### config.mk
export PLATFORM = sky130hd
export DESIGN_NAME = iq_serial_tx
export DESIGN_NICKNAME = d
export VERILOG_FILES = /design/src/rtl/iq_serial_tx.sv
export SDC_FILE = /design/constraint.sdc
export NUM_CORES = 1
export LEC_CHECK = 0
export ABC_CLOCK_PERIOD_IN_PS = 5680
export BUFFER_PORTS_ARGS = -buffer_cell sky130_fd_sc_hd__buf_2
export CELL_PAD_IN_SITES_DETAIL_PLACEMENT = 0
export CELL_PAD_IN_SITES_GLOBAL_PLACEMENT = 2
export CORE_MARGIN = 1.5
export CORE_UTILIZATION = 38
export CTS_CLUSTER_SIZE = 8
export DETAILED_ROUTE_END_ITERATION = 16
export PLACE_DENSITY = 0.84
export SLEW_MARGIN = 25
export SYNTH_ARGS = -nofsm -noshare
export SYNTH_HDL_FRONTEND = slang
export SYNTH_SLANG_ARGS = --single-unit
### constraint.sdc
create_clock -name clk -period 5.68 [get_ports clk]
set_input_delay 0 -clock clk [delete_from_list [all_inputs] [get_ports clk]]
set_output_delay 0 -clock clk [all_outputs]
set_load 0.03 [all_outputs]
### src/rtl/iq_serial_tx.sv
`timescale 1ns/1ps
module iq_serial_tx #(
  parameter int SW = 24
) (
  input  logic          clk,
  input  logic          rst_n,
  input  logic          cfg_master,
  input  logic [3:0]    cfg_div,
  input  logic [1:0]    cfg_wlen,
  input  logic [1:0]    cfg_fsm,
  input  logic          smp_valid,
  input  logic [SW-1:0] smp_i,
  input  logic [SW-1:0] smp_q,
  input  logic          sclk_in,
  input  logic          fs_in,
  output logic          sclk_out,
  output logic          fs_out,
  output logic          sdo,
  output logic          fe_out
);
  localparam int FW = 2*SW;
  localparam int BW = $clog2(FW);

  logic [3:0]    cnt;
  logic          sclk_q, fs_q, fe_q, sdo_q;
  logic          act, armed, pend;
  logic [BW-1:0] bidx, nbits, last_idx;
  logic [FW-1:0] sh, frame_w;
  logic [SW-1:0] hold_i, hold_q, mask;
  logic [2:0]    s_ck;
  logic [1:0]    s_fs;
  logic          rise, last_bit, arm_now, start;

  assign nbits    = (cfg_wlen == 2'b00) ? BW'(12) : (cfg_wlen == 2'b01) ? BW'(16) : BW'(24);
  assign last_idx = {nbits[BW-2:0], 1'b0} - BW'(1);
  assign mask     = ~({SW{1'b1}} >> nbits);
  assign frame_w  = {hold_i & mask, {SW{1'b0}}} | ({hold_q & mask, {SW{1'b0}}} >> nbits);

  assign rise     = cfg_master ? (cnt == cfg_div && !sclk_q) : (s_ck[1] && !s_ck[2]);
  assign last_bit = act && bidx == last_idx;
  assign arm_now  = cfg_master && rise && !act && !armed && pend;
  assign start    = rise && !act && (cfg_master ? armed : (s_fs[1] && pend));

  // serial clock divider (master) and input synchronizers (slave)
  always_ff @(posedge clk) begin
    if (!rst_n || !cfg_master) begin
      cnt    <= '0;
      sclk_q <= 1'b0;
    end else if (cnt == cfg_div) begin
      cnt    <= '0;
      sclk_q <= ~sclk_q;
    end else begin
      cnt    <= cnt + 4'd1;
    end
  end

  always_ff @(posedge clk) begin
    if (!rst_n) begin
      s_ck <= '0;
      s_fs <= '0;
    end else begin
      s_ck <= {s_ck[1:0], sclk_in};
      s_fs <= {s_fs[0], fs_in};
    end
  end

  // pending sample holding
  always_ff @(posedge clk) begin
    if (!rst_n) begin
      pend   <= 1'b0;
      hold_i <= '0;
      hold_q <= '0;
    end else if (smp_valid) begin
      pend   <= 1'b1;
      hold_i <= smp_i;
      hold_q <= smp_q;
    end else if (start) begin
      pend   <= 1'b0;
    end
  end

  // frame sequencing, one step per serial clock rise
  always_ff @(posedge clk) begin
    if (!rst_n) begin
      act   <= 1'b0;
      armed <= 1'b0;
      bidx  <= '0;
      sh    <= '0;
      sdo_q <= 1'b0;
      fe_q  <= 1'b0;
      fs_q  <= 1'b0;
    end else if (rise) begin
      fe_q <= last_bit;
      if (start) begin
        act   <= 1'b1;
        armed <= 1'b0;
        bidx  <= '0;
        sdo_q <= frame_w[FW-1];
        sh    <= frame_w << 1;
      end else if (last_bit) begin
        act   <= 1'b0;
        sdo_q <= 1'b0;
      end else if (act) begin
        bidx  <= bidx + BW'(1);
        sdo_q <= sh[FW-1];
        sh    <= sh << 1;
      end
      if (arm_now) armed <= 1'b1;
      fs_q <= cfg_master && (arm_now
              || (cfg_fsm == 2'b01 && (start || (act && !last_bit)))
              || (cfg_fsm[1] && act && bidx == nbits - BW'(2)));
    end
  end

  assign sclk_out = sclk_q;
  assign fs_out   = fs_q;
  assign sdo      = sdo_q;
  assign fe_out   = fe_q;
endmodule

==> results.ini <==
[cts]
root_buffer = clkbuf_16
path_clk_slew_ns = 0.05
clock-sinks = 117
cts_inserted_buffers = 17
clockBufferDepth = 2
cts_resized = 0
clock_latency_ns = 0.41
cts_tree = done
cts_setup_buffers = 0
cts.hold.buffers_added = 53
cts_max_level = 4

[sta]
finalHoldViolCount = 0
fmax_mhz = 348
slew_violations = 0
post-route-min-period_ns = 2.87
setup_tns_ns = 0
setup-violations-final = 0
worst_slew_pin_slew_ns = 0.894
period_share_pct = 50.6
rsz0062_at_grt = no
whs_ns = 0.109
clock_skew_ns = 0.00766
slew_headroom_pct = 40.4

[layout]
final_common_cell = dfxtp_1
final_util_pct = 49.6
nNetsFinal = 753
antennaDiodeCount = 0
drive_gt1_share_pct = 16.6
fillCellCount = 1286
ff_latch_area_um2 = 2340
layout_common_cells = dfxtp_1 (117), nand2_1 (99), buf_2 (65)
syn2layout_area_growth_pct = 26.2
multi_input_area_um2 = 2660

[worst_setup_path]
worstPathArrival_ns = 3.17
cp_slowest_stage_delay_ns = 0.57
r2r_cells = 6
worstPathCellList = or3b_1 -> a221o_1 -> a21oi_4 -> nor2_2 -> buf_4 -> o221a_2
worstPathMaxFanout = 23
cp-end-kind = register
cp_slowest_cell = a21oi_4
timing.rr.start = bidx[4]$_SDFFE_PN0P_
critPathKind = reg2reg
cp-startpoint = bidx[4]$_SDFFE_PN0P_
critical_path.top_delay_family = compound AO/OA/AOI/OAI gates
path_buf_inv = 1
regToRegEndpoint = sh[2]$_SDFFE_PN0P_
start_kind = register
rrSetupSlack_ns = 2.81
crit_required_ns = 5.97

[synth]
ys_warn_count = 0
synth_top_family_by_area = compound AO/OA/AOI/OAI gates
synthSimpleGateAreaFrac_pct = 16.4
synth_compound_area_share_pct = 21.2
synth_fa_ha_area_share_pct = 0.713
synth_cell_types = 50
synth.avg_cell_area_um2 = 8.80
syn_inst = 598
synthFlopType = dfxtp_1
ys_seq_elements = 117
syn_nets = 663
netlist_area_um2 = 5260
yosysSeqAreaShare_pct = 44.5
synth_mux_area_share_pct = 10.8
synth_xor_area_share_pct = 1.16
ys_async_sr_fraction_pct = 0
synth-edff-count = 0

[floorplanning]
core-area_um2 = 13400
rows = 42
die_h_um = 121
fp.dieW_um = 121
io_pins = 66
initial_core_util_pct = 39.3
die_area_um2 = 14600

[pwr]
p_leak_uw = 0.00264
vdd_drop_max_mv = 0.198
p_per_area_nw_per_um2 = 293

[detailed_routing]
drt-initial-drc-count = 273
drt-pass1-iter-count = 4
post_drt_wl_per_cell_um = 15.2
via_per_inst = 5.21
drt_wl_total_mm = 13.2
remaining_drc_errors = 0
detail-route-antenna-nets = 0
route.vias.total = 4531

[min_path]
hold_path_class = in2reg
hold_depth = 5
hold_start = cfg_fsm[1]
hold_end = fs_out$_SDFFE_PN0P_

[placed_design]
place_congestion = 0.809
hpwl_mm = 8.02
numPortBuffers = 65

[job]
max-cap-violations = 0

[global_route]
track_usage_pct = 19.1
grt_pass1_vias = 4458
grt_max_degree = 81
grt_pass1_wl_mm = 22.3
gr-total-overflow = 0
grt_antenna_before_repair = 0

[status]
outcome = finished, final reports clean

[worst min-delay path, stage by stage]
cell	delay (ns)
buf_2	0.11
nand2_1	0.05
a2111oi_0	0.06
o211ai_1	0.17
o21ai_0	0.08
[worst max-delay path by stage]
stage	end	cells after the start
floorplan	sh[10]$_SDFFE_PN0P_	6
global placement	sh[15]$_SDFFE_PN0P_	6
detailed placement	sh[7]$_SDFFE_PN0P_	6
CTS	sh[13]$_SDFFE_PN0P_	6
global route	sh[26]$_SDFFE_PN0P_	6
finish	sh[2]$_SDFFE_PN0P_	6
[where the power goes]
part	switching [uW]	internal (uW)	leakage, uW
registers	22.2	849	0.000954
logic	89.9	82.2	0.00145
clock network	325	581	0.000242
[state kept, by name, indices dropped and copies added (netlist names), 2 cells and up]
signal,count
hold_q,24
cnt,4
sh,47
bidx,6
hold_i,24
s_fs,2
s_ck,3
[cells in the mapped netlist, drive strengths merged, types with 2 or more instances]
cell / n / area [um^2]
nand3b: 2 / 15.0
o211a: 6 / 60.1
mux2i: 57 / 571
nor2: 58 / 220
dfxtp: 117 / 2340
a21oi: 37 / 200
o21ai: 43 / 215
clkbuf: 35 / 131
o31ai: 5 / 37.5
xnor2: 6 / 52.6
o221a: 15 / 169
nand3: 10 / 50.1
buf: 19 / 119
o2111ai: 4 / 35.0
inv: 6 / 22.5
a311oi: 13 / 114
or4: 4 / 30.0
or3b: 2 / 17.5
nand2: 99 / 372
nand4: 10 / 62.6
a32o: 8 / 80.1
ha: 3 / 37.5
and2: 6 / 37.5
a2bb2oi: 15 / 131
a21o: 2 / 15.0
[through the flow]
| step | cells | total power [uW] | cell area [um^2] | setup slack, ns |
|---|---|---|---|---|
| after floorplan | 598 | 983 | 5260 | 3.75 |
| after global placement | 792 | 1030 | 5620 | 2.91 |
| after detailed placement | 792 | 1030 | 5620 | 2.85 |
| after CTS | 869 | 1980 | 6650 | 2.82 |
| after global routing | 869 | 2040 | 6650 | 2.63 |
| final | 869 | 1950 | 6650 | 2.81 |
[per-layer routing]
metal  vias to the layer above  wire, um  track usage, %  part of all wire, %
met3                        12       601            4.91                  4.6
met4                         0       131            5.51                 0.99
met2                        98      5910            30.1                   45
met1                      2100      6530            25.7                   50
li1                       2321         -               -                    -
met5                         -         0               0                    0
[cells by family (layout without fill, tap and decap cells)]
| kind of cell | after synthesis | after routing |
|---|---|---|
| AOI/OAI and AO/OA | 155 | 155 |
| xor gates and xnor gates | 7 | 7 |
| adders and majority gates | 3 | 3 |
| buffers and inverters | 60 | 155 |
| DFF | 117 | 117 |
| muxes | 57 | 57 |
| and+or+nand+nor | 199 | 199 |
[cell type report]
cell class / instances / share of cell area, %
Multi-Input combinational cell: 421 / 40.0
Tap cell: 176 / 3.31
Inverter: 6 / 0.339
Sequential cell: 117 / 35.2
Clock buffer: 24 / 7.40
Timing Repair Buffer: 125 / 13.7
No activity file was read; power rests on OpenSTA's default activity.
